**src/rtl/dbg_port_pkg.sv**
```systemverilog
package dbg_port_pkg;
  typedef enum logic [2:0] {ST_IDLE, ST_ACK, ST_CMD, ST_RD, ST_WR} dbg_state_e;
endpackage

```
**src/rtl/dbg_sync_edge.sv**
```systemverilog
module dbg_sync_edge #(
  parameter int STAGES = 2
) (
  input  logic clk_i,
  input  logic rst_ni,
  input  logic sclk_i,
  input  logic sdi_i,
  output logic rise_o,
  output logic fall_o,
  output logic sdi_o
);
  localparam int MSB = STAGES - 1;

  logic [MSB:0] sclk_q, sdi_q;
  logic         sclk_prev_q;

  always_ff @(posedge clk_i or negedge rst_ni) begin
    if (!rst_ni) begin
      sclk_q      <= '0;
      sdi_q       <= '0;
      sclk_prev_q <= 1'b0;
    end else begin
      sclk_q      <= {sclk_q[MSB-1:0], sclk_i};
      sdi_q       <= {sdi_q[MSB-1:0], sdi_i};
      sclk_prev_q <= sclk_q[MSB];
    end
  end

  // data and clock share the synchronizer depth, so sdi_o lines up with the edge
  assign rise_o = sclk_q[MSB] & ~sclk_prev_q;
  assign fall_o = ~sclk_q[MSB] & sclk_prev_q;
  assign sdi_o  = sdi_q[MSB];
endmodule

```
**src/rtl/dbg_regfile.sv**
```systemverilog
module dbg_regfile #(
  parameter int DATA_W = 24,
  parameter int ADDR_W = 4
) (
  input  logic              clk_i,
  input  logic              rst_ni,
  input  logic [ADDR_W-1:0] s_addr_i,
  input  logic              s_we_i,
  input  logic [DATA_W-1:0] s_wdata_i,
  output logic [DATA_W-1:0] s_rdata_o,
  input  logic [ADDR_W-1:0] c_addr_i,
  input  logic              c_we_i,
  input  logic [DATA_W-1:0] c_wdata_i,
  output logic [DATA_W-1:0] c_rdata_o
);
  localparam int DEPTH = 1 << ADDR_W;

  logic [DATA_W-1:0] mem_q [DEPTH];

  always_ff @(posedge clk_i or negedge rst_ni) begin
    if (!rst_ni) begin
      for (int i = 0; i < DEPTH; i++) mem_q[i] <= '0;
    end else begin
      if (c_we_i) mem_q[c_addr_i] <= c_wdata_i;
      // serial port last: wins on an address collision
      if (s_we_i) mem_q[s_addr_i] <= s_wdata_i;
    end
  end

  assign s_rdata_o = mem_q[s_addr_i];
  assign c_rdata_o = mem_q[c_addr_i];
endmodule

```
**src/rtl/dbg_port_ctrl.sv**
```systemverilog
module dbg_port_ctrl
  import dbg_port_pkg::*;
#(
  parameter int DATA_W  = 24,
  parameter int CMD_W   = 8,
  parameter int ADDR_W  = 4,
  parameter int ACK_CYC = 4
) (
  input  logic              clk_i,
  input  logic              rst_ni,
  input  logic              dbg_mode_i,
  input  logic              rise_i,
  input  logic              fall_i,
  input  logic              sdi_i,
  input  logic [DATA_W-1:0] rdata_i,
  output logic [ADDR_W-1:0] addr_o,
  output logic              we_o,
  output logic [DATA_W-1:0] wdata_o,
  output logic              sdo_o
);
  localparam int CNT_W = $clog2(DATA_W + 1);
  localparam int ACK_W = $clog2(ACK_CYC + 1);
  localparam int RD_FLAG = CMD_W - 2;  // position of command MSB one bit before the last shift

  dbg_state_e        state_q, next_q;
  logic [ACK_W-1:0]  ack_cnt_q;
  logic [CNT_W-1:0]  bit_cnt_q;
  logic [DATA_W-1:0] shreg_q;
  logic [ADDR_W-1:0] addr_q;
  logic              we_q;

  always_ff @(posedge clk_i or negedge rst_ni) begin
    if (!rst_ni) begin
      state_q   <= ST_IDLE;
      next_q    <= ST_CMD;
      ack_cnt_q <= '0;
      bit_cnt_q <= '0;
      shreg_q   <= '0;
      addr_q    <= '0;
      we_q      <= 1'b0;
    end else begin
      we_q <= 1'b0;
      if (!dbg_mode_i) begin
        state_q <= ST_IDLE;
      end else begin
        unique case (state_q)
          ST_IDLE: begin
            state_q   <= ST_ACK;
            next_q    <= ST_CMD;
            ack_cnt_q <= '0;
          end
          ST_ACK: begin
            if (ack_cnt_q == ACK_W'(ACK_CYC - 1)) begin
              state_q   <= next_q;
              bit_cnt_q <= '0;
              if (next_q == ST_RD) shreg_q <= rdata_i;  // snapshot at end of pulse
            end else begin
              ack_cnt_q <= ack_cnt_q + 1'b1;
            end
          end
          ST_CMD: if (fall_i) begin
            shreg_q   <= {shreg_q[DATA_W-2:0], sdi_i};
            bit_cnt_q <= bit_cnt_q + 1'b1;
            if (bit_cnt_q == CNT_W'(CMD_W - 1)) begin
              addr_q    <= {shreg_q[ADDR_W-2:0], sdi_i};
              next_q    <= shreg_q[RD_FLAG] ? ST_RD : ST_WR;
              state_q   <= ST_ACK;
              ack_cnt_q <= '0;
            end
          end
          ST_RD: begin
            if (rise_i && bit_cnt_q != '0) shreg_q <= {shreg_q[DATA_W-2:0], 1'b0};
            if (fall_i) begin
              if (bit_cnt_q == CNT_W'(DATA_W - 1)) begin
                state_q   <= ST_CMD;
                bit_cnt_q <= '0;
              end else begin
                bit_cnt_q <= bit_cnt_q + 1'b1;
              end
            end
          end
          ST_WR: if (fall_i) begin
            shreg_q   <= {shreg_q[DATA_W-2:0], sdi_i};
            bit_cnt_q <= bit_cnt_q + 1'b1;
            if (bit_cnt_q == CNT_W'(DATA_W - 1)) begin
              we_q      <= 1'b1;
              next_q    <= ST_CMD;
              state_q   <= ST_ACK;
              ack_cnt_q <= '0;
            end
          end
          default: state_q <= ST_IDLE;
        endcase
      end
    end
  end

  always_comb begin
    unique case (state_q)
      ST_ACK:  sdo_o = 1'b0;
      ST_RD:   sdo_o = shreg_q[DATA_W-1];
      default: sdo_o = 1'b1;
    endcase
  end

  assign addr_o  = addr_q;
  assign we_o    = we_q;
  assign wdata_o = shreg_q;

  a_r3_ack_bound: assert property (@(posedge clk_i) disable iff (!rst_ni)
    state_q == ST_ACK |-> ack_cnt_q < ACK_W'(ACK_CYC));

  a_r4_cmd_count: assert property (@(posedge clk_i) disable iff (!rst_ni)
    state_q == ST_CMD |-> bit_cnt_q < CNT_W'(CMD_W));

  a_r5_rd_hold: assert property (@(posedge clk_i) disable iff (!rst_ni)
    (state_q == ST_RD && !rise_i && dbg_mode_i) |=> (state_q != ST_RD || $stable(sdo_o)));

  a_r7_we_single: assert property (@(posedge clk_i) disable iff (!rst_ni)
    we_q |=> !we_q);

  a_r7_we_in_ack: assert property (@(posedge clk_i) disable iff (!rst_ni)
    we_q |-> (state_q == ST_ACK && ack_cnt_q == '0));
endmodule

```
**src/rtl/dbg_serial_port.sv**
```systemverilog
module dbg_serial_port #(
  parameter int DATA_W  = 24,
  parameter int CMD_W   = 8,
  parameter int ADDR_W  = 4,
  parameter int ACK_CYC = 4,
  parameter int STAGES  = 2
) (
  input  logic              clk_i,
  input  logic              rst_ni,
  input  logic              dbg_mode_i,
  input  logic              sclk_i,
  input  logic              sdi_i,
  output logic              sdo_o,
  input  logic [ADDR_W-1:0] core_addr_i,
  input  logic              core_we_i,
  input  logic [DATA_W-1:0] core_wdata_i,
  output logic [DATA_W-1:0] core_rdata_o
);
  logic              rise, fall, sdi_s, s_we;
  logic [ADDR_W-1:0] s_addr;
  logic [DATA_W-1:0] s_wdata, s_rdata;

  dbg_sync_edge #(.STAGES(STAGES)) i_sync (
    .clk_i, .rst_ni, .sclk_i, .sdi_i,
    .rise_o(rise), .fall_o(fall), .sdi_o(sdi_s)
  );

  dbg_port_ctrl #(
    .DATA_W(DATA_W), .CMD_W(CMD_W), .ADDR_W(ADDR_W), .ACK_CYC(ACK_CYC)
  ) i_ctrl (
    .clk_i, .rst_ni, .dbg_mode_i,
    .rise_i(rise), .fall_i(fall), .sdi_i(sdi_s),
    .rdata_i(s_rdata), .addr_o(s_addr), .we_o(s_we), .wdata_o(s_wdata),
    .sdo_o
  );

  dbg_regfile #(.DATA_W(DATA_W), .ADDR_W(ADDR_W)) i_regs (
    .clk_i, .rst_ni,
    .s_addr_i(s_addr), .s_we_i(s_we), .s_wdata_i(s_wdata), .s_rdata_o(s_rdata),
    .c_addr_i(core_addr_i), .c_we_i(core_we_i), .c_wdata_i(core_wdata_i),
    .c_rdata_o(core_rdata_o)
  );

  a_r2_idle_high: assert property (@(posedge clk_i) disable iff (!rst_ni)
    !dbg_mode_i |=> sdo_o);

  a_r8_abort_no_write: assert property (@(posedge clk_i) disable iff (!rst_ni)
    !dbg_mode_i |=> !s_we);
endmodule

```
**config.mk**
```make
export PLATFORM = sky130hd
export DESIGN_NAME = dbg_serial_port
export DESIGN_NICKNAME = d
export VERILOG_FILES = /design/src/rtl/dbg_port_pkg.sv /design/src/rtl/dbg_sync_edge.sv /design/src/rtl/dbg_regfile.sv /design/src/rtl/dbg_port_ctrl.sv /design/src/rtl/dbg_serial_port.sv
export SDC_FILE = /design/constraint.sdc
export NUM_CORES = 1
export LEC_CHECK = 0
export CAP_MARGIN = 40
export CORE_MARGIN = 1
export CORE_UTILIZATION = 50
export CTS_BUF_LIST = sky130_fd_sc_hd__clkbuf_8
export DETAILED_ROUTE_END_ITERATION = 8
export DONT_BUFFER_PORTS = 1
export PLACE_DENSITY_LB_ADDON = 0.15
export SYNTH_ARGS = -nofsm -noshare
export SYNTH_HDL_FRONTEND = slang
export SYNTH_SLANG_ARGS = --single-unit
```
**constraint.sdc**
```tcl
create_clock -name clk_i -period 5.1 [get_ports clk_i]
set_clock_uncertainty 0.1 [all_clocks]
set_input_delay 0.255 -clock clk_i [delete_from_list [all_inputs] [get_ports clk_i]]
set_output_delay 0.255 -clock clk_i [all_outputs]
set_load 0.02 [all_outputs]
```
==> impl_metrics.toml, run 1 <==
[status]
status = "finished, violations left"
violations = "negative hold slack"

[route]
wl_microns = 83400
postRouteAntennaNets = 0
vias = 19400
first_pass_iters = 6
wire_per_inst_microns = 27.4
drtIter0Drc = 1880
vias_per_cell = 6.36
drc = 0

[clock_network]
worstSkewPairLatency_ns = 0.66
cts_setup_buffers = 0
clkTransAtPathRegs_ns = 0.06
cts_root_buffer = "clkbuf_8"
htreeDepth = 3
cts_resized = 0
cts_hold_buffers = 34
cts_sinks = 432
clockBufferDepth = 3
numCtsBuffers = 79
tritoncts = "yes"

[power_and_ir_drop]
leakage_nw = 11.4
powerDensity_mw_per_mm2 = 396
finalPower_mw = 11.3
vdd_ir_drop_max_mv = 0.250

[synthesis]
syn_nets = 2441
yosys_warnings = 0
synthCells = 2403
synth-edff-count = 0
ys_seq_area_share_pct = 41.3
syn_area_sq_mm = 0.0262
synth_compound_area_share_pct = 11.0
async_flop_share_pct = 100
yosys.area_share.simple_pct = 8.97
synth_top_family_by_area = "multiplexers"
synth-seq-cells = 432
synth_xor_xnor_area_share_pct = 0
synth.area.mux_share_pct = 33.4
avgSynthCellArea_sq_um = 10.9
synth_cell_type_count = 64
synth_fa_ha_area_share_pct = 0.191
synth_ff_type = "dfrtp_1"

[sta]
holdWs_ns = -0.772
hold_viol = 432
slew_violations = 0
fmax_mhz = 331
tns_ns = 0
rsz0062_at_grt = "false"
min_period_over_period_pct = 59.2
slew_headroom_pct = 1.07
min_period_ns = 3.02
tightest_slew_ns = 1.48
setup_viol = 0
fin_ws_ns = 2.08

[die]
core_sq_mm = 0.0515
die_w_microns = 231
rows = 83
die_area_sq_mm = 0.0533
start_util_pct = 50.9
pin_count = 59
die_y_microns = 231

[setup_path]
path_class = "register to register"
worstPathArrival_ns = 3.45
critPathCaptureType = "register"
crit_fanout = 41
startpoint_type = "register"
r2r-start = "i_ctrl.addr_o[0]"
crit_path_end = "i_ctrl.wdata_o[13]"
worstPathRequired_ns = 5.53
r2r_slack_ns = 2.08
worstRegToRegCells = 5
setup.worst_path.start = "i_ctrl.addr_o[0]"
rr_endpoint = "i_ctrl.wdata_o[13]"

[global_routing]
grt-ovfl-total = 0
grt_antenna_before_repair = 4
grt_pass1_vias = 19500
grt_pass1_wl_microns = 128000
track_usage_pct = 32.3
grt_max_degree = 433

[finish]
area.sequential_sq_mm = 0.0108
multiInputGateArea_sq_mm = 0.0142
nets = 2345
fillCellCount = 4455
utilization_pct = 55.3
drive_gt1_share_pct = 19.2
design_area_sq_mm = 0.0285
area_delta_synth_final_pct = 8.80

[placed_design]
postPlaceCellArea_sq_mm = 0.0265
gp_congestion = 0.841
pre_cts_ws_ns = 2.04
numPortBuffers = 0
dp_hpwl_microns = 48700

[worst_hold_path]
min_path_type = "input pin to async pin"

[run]
drv_cap = 0
==> layout make-up <==
class,instances,area share (%)
flip-flops and latches,432,38.0
multi-input cells,1692,49.7
clock inverters,36,0.878
diodes,2,0.0176
repair buffers,91,3.26
clock buffers,105,5.07
inverters,11,0.145
well taps,680,2.99
==> cells by family after synthesis <==
family                   count (synthesis)
adder cells (fa/ha/maj)                  4
flip-flops                             432
AO/OA/AOI/OAI                          513
AND/OR/NAND/NOR                        548
multiplexers                           627
buffers and inverters                  279
==> metal layers <==
metal  track usage (%)  routed length, microns
met5                 0                      22
met4              11.7                    3050
met3              6.51                    5920
met2              50.7                   39300
met1              44.5                   35100
==> stage by stage <==
step | cells | hold WS [ns]
after floorplan | 2403 | -0.141
after global placement | 2862 | -0.112
after detailed placement | 2872 | -0.109
after CTS | 3047 | -0.811
after global routing | 3049 | -0.828
final | 3049 | -0.772
==> critical path, cell delays in order, from the launching register on <==
cell       delay [ns]
dfrtp_4          0.94
buf_4            0.62
mux4_2           0.57
a22o_1           0.25
a2111oi_2        0.28
o31ai_1          0.12
==> power breakdown <==
part | internal, mW | total (mW) | switching (mW)
clock network | 2.03 | 3.57 | 1.54
registers | 4.26 | 5.47 | 1.21
logic | 1.30 | 2.26 | 0.961
==> state kept, by name (all words and copies together), names as in the netlist <==
signal and flops:
i_ctrl.ack_cnt_q 3, i_ctrl.addr_o 4, i_ctrl.bit_cnt_q 5, i_ctrl.next_q 3, i_ctrl.state_q 3, i_ctrl.wdata_o 24, i_ctrl.we_o 1, i_regs.mem_q 384
i_sync.sclk_prev_q 1, i_sync.sclk_q 2, i_sync.sdi_q 2
==> cells in the mapped netlist (all sizes together) (10+ instances only) <==
master	number	share of area, %
a2111oi	10	0.49
a21oi	295	5.6
a22o	10	0.33
a22oi	32	0.92
buf	159	3.5
clkbuf	109	1.6
dfrtp	431	41
inv	11	0.16
mux2	41	1.8
mux2i	393	15
mux4	193	17
nand2	166	2.4
nand3	10	0.19
nand4	16	0.38
nor2	311	4.5
nor3	10	0.40
o21ai	132	2.5
o31ai	12	0.34
==> layout by cell type (no fill, tap or decap), drive strengths merged, types with 12 or more instances in the layout <==
cell	instances
inv	35
buf	57
dlygate4sd3	34
nor2	311
mux2i	393
clkbuf	105
nand2	166
o21ai	132
o31ai	12
a21oi	295
dfrtp	431
mux4	193
nand4	16
a22oi	32
mux2	41
==> worst min-delay path by stage <==
stage	start	to	slack, ns	depth (start not counted)
2_1_floorplan	rst_ni	i_ctrl.ack_cnt_q[0]	-0.14	0
3_3_place_gp	rst_ni	i_regs.mem_q[311]	-0.11	0
3_5_place_dp	rst_ni	i_regs.mem_q[167]	-0.11	0
4_1_cts	rst_ni	i_regs.mem_q[167]	-0.81	0
5_1_grt	rst_ni	i_regs.mem_q[167]	-0.83	0
6_report	rst_ni	i_regs.mem_q[119]	-0.77	0
Note: power is estimated with default switching activity, not from simulation.
==> inputs of run 2 (changes only) <==
clock period = 2.8 ns   (was 5.1 ns; I/O delays follow)
==> run 2 against run 1 <==
Net effect:
- the run ends with negative hold slack, max-slew violations left
- flip-flop and latch count unchanged
- utilization up 1.0 points
- total power up 86%
- hold slack worse by 0.16 ns
- first-iteration DRC count up 13%
- register-to-register slack worse by 1.7 ns
- cell count up 1.9%
- via count up 3.4%
- critical path depth up 2
- count of clock-buffer cells in the layout up 8
- routed wire length up 4.8%
- setup slack worse by 1.8 ns
==> impl_metrics.toml, run 2 (synthesis gave the netlist of run 1 again) <==
[die]
die_y_microns = 231
die_area_sq_mm = 0.0533
core_sq_mm = 0.0515
pin_count = 59
die_w_microns = 231
rows = 83
start_util_pct = 50.9

[sta]
slew_headroom_pct = -75.3
fmax_mhz = 393
tightest_slew_ns = 2.63
slew_violations = 358
min_period_ns = 2.55
holdWs_ns = -0.936
rsz0062_at_grt = "false"
tns_ns = 0
setup_viol = 0
hold_viol = 432
min_period_over_period_pct = 91.0

[clock_network]
tritoncts = "yes"
worstSkewPairLatency_ns = 0.71
clkTransAtPathRegs_ns = 0.06
cts_setup_buffers = 0
cts_root_buffer = "clkbuf_8"
numCtsBuffers = 82
cts_sinks = 432
clockBufferDepth = 3
htreeDepth = 3
cts_hold_buffers = 41

[setup_path]
worstPathArrival_ns = 3.03
path_class = "input pin to register"
crit_cells = 7
worstRegToRegCells = 5
startpoint_type = "input pin"
critical_path_buf_inv_count = 4
cpMostUsedCell = "dlygate4sd3_1"
max_stage_delay_ns = 0.75
cp_cell_sequence = "dlygate4sd3_1, nor4_4, dlygate4sd3_1, buf_4, mux2i_1, dlygate4sd3_1, o21ai_1"
critPathCaptureType = "register"
cp_slowest_cell = "dlygate4sd3_1"
worstPathRequired_ns = 3.28
critPathTopFamily = "buffers and inverters"
crit_fanout = 28

[global_routing]
grt_pass1_vias = 19800
track_usage_pct = 33.5
grt_antenna_before_repair = 1
grt_max_degree = 433
grt-ovfl-total = 0
grt_pass1_wl_microns = 131000

[placed_design]
numPortBuffers = 0
postPlaceCellArea_sq_mm = 0.0268
gp_congestion = 0.850
place_inst = 2918
dp_hpwl_microns = 50200

[finish]
fin_cells = 3108
drive_gt1_share_pct = 21.1
regMostFlops = "i_regs.mem_q"
layout_common_cells = "dfrtp_1 (429), mux2i_1 (393), nor2_1 (307), a21oi_1 (295), mux4_2 (190)"
mostFrequentLayoutCell = "dfrtp_1"
area_delta_synth_final_pct = 10.8
nets = 2401
largest_reg_flops = 384
design_area_sq_mm = 0.0290

[route]
drc = 0
wl_microns = 87400
drtIter0Drc = 2125
wire_per_inst_microns = 28.1
vias = 20100
postRouteAntennaNets = 0
vias_per_cell = 6.45
first_pass_iters = 5

[power_and_ir_drop]
vdd_ir_drop_max_mv = 0.520
powerDensity_mw_per_mm2 = 723
finalPower_mw = 21.0
leakage_nw = 11.7

[worst_hold_path]
min_path_type = "input pin to async pin"

[status]
violations = "negative hold slack, max-slew violations"
status = "finished, violations left"

[run]
drv_cap = 0
## run 2: final timing paths
check | end | startpoint | slack, ns
max | i_regs.mem_q[364] | core_addr_i[2] | 0.25
min | i_regs.mem_q[311] | rst_ni | -0.94
max reg2reg | i_ctrl.wdata_o[19] | i_ctrl.addr_o[0] | 0.41
min reg2reg | i_sync.sdi_q[1] | i_sync.sdi_q[0] | 0.25
max in group asynchronous | i_regs.mem_q[235] | rst_ni | 1.48
min in group clk_i | i_regs.mem_q[62] | core_addr_i[3] | 0.06
## run 2: stage by stage
stage,util (%),hold slack (ns),setup slack (ns)
floorplan,-,-0.256,0.780
global placement,52.0,-0.218,0.442
detailed placement,52.0,-0.218,0.413
CTS,56.4,-0.947,0.320
global route,56.4,-0.982,0.217
finish,56.4,-0.936,0.253
## run 2: cell type report
cell class              count  area [sq um]
well taps                 680           851
multi-input cells        1692         14200
repair buffers            144          1330
clock inverters            34           268
diodes                      2          5.00
inverters                  11          41.3
clock buffers             113          1560
flip-flops and latches    432         10800
fillers                  4447         22500
## run 2: repair_timing
item | CTS | global route
setup endpoints to repair | 0 | 0
hold endpoints to repair | 861 | 432
resized for setup | 0 | 0
## run 2: metal layers
| layer | share of wire (%) | up-vias | wire [microns] | track usage (%) |
|---|---|---|---|---|
| li1 | - | 8724 | - | - |
| met1 | 40 | 10100 | 35300 | 45.7 |
| met2 | 47 | 962 | 40700 | 52.2 |
| met3 | 8.8 | 227 | 7710 | 6.99 |
| met4 | 4.3 | 0 | 3740 | 13.7 |
| met5 | 0 | - | 0 | 0 |
## run 2: worst reg2reg max path, stage by stage (launching register included)
cell and delay, ns:
dfrtp_4 0.58, buf_12 0.30, buf_4 0.27, mux4_2 0.52
a2111oi_2 0.37, o31ai_1 0.11
## run 2: where the power goes
group | total, mW | internal (mW) | leakage (nW) | switching, mW
combinational | 4.15 | 2.39 | 5.90 | 1.76
sequential | 9.93 | 7.76 | 4.82 | 2.17
clock | 6.92 | 3.96 | 1.01 | 2.96
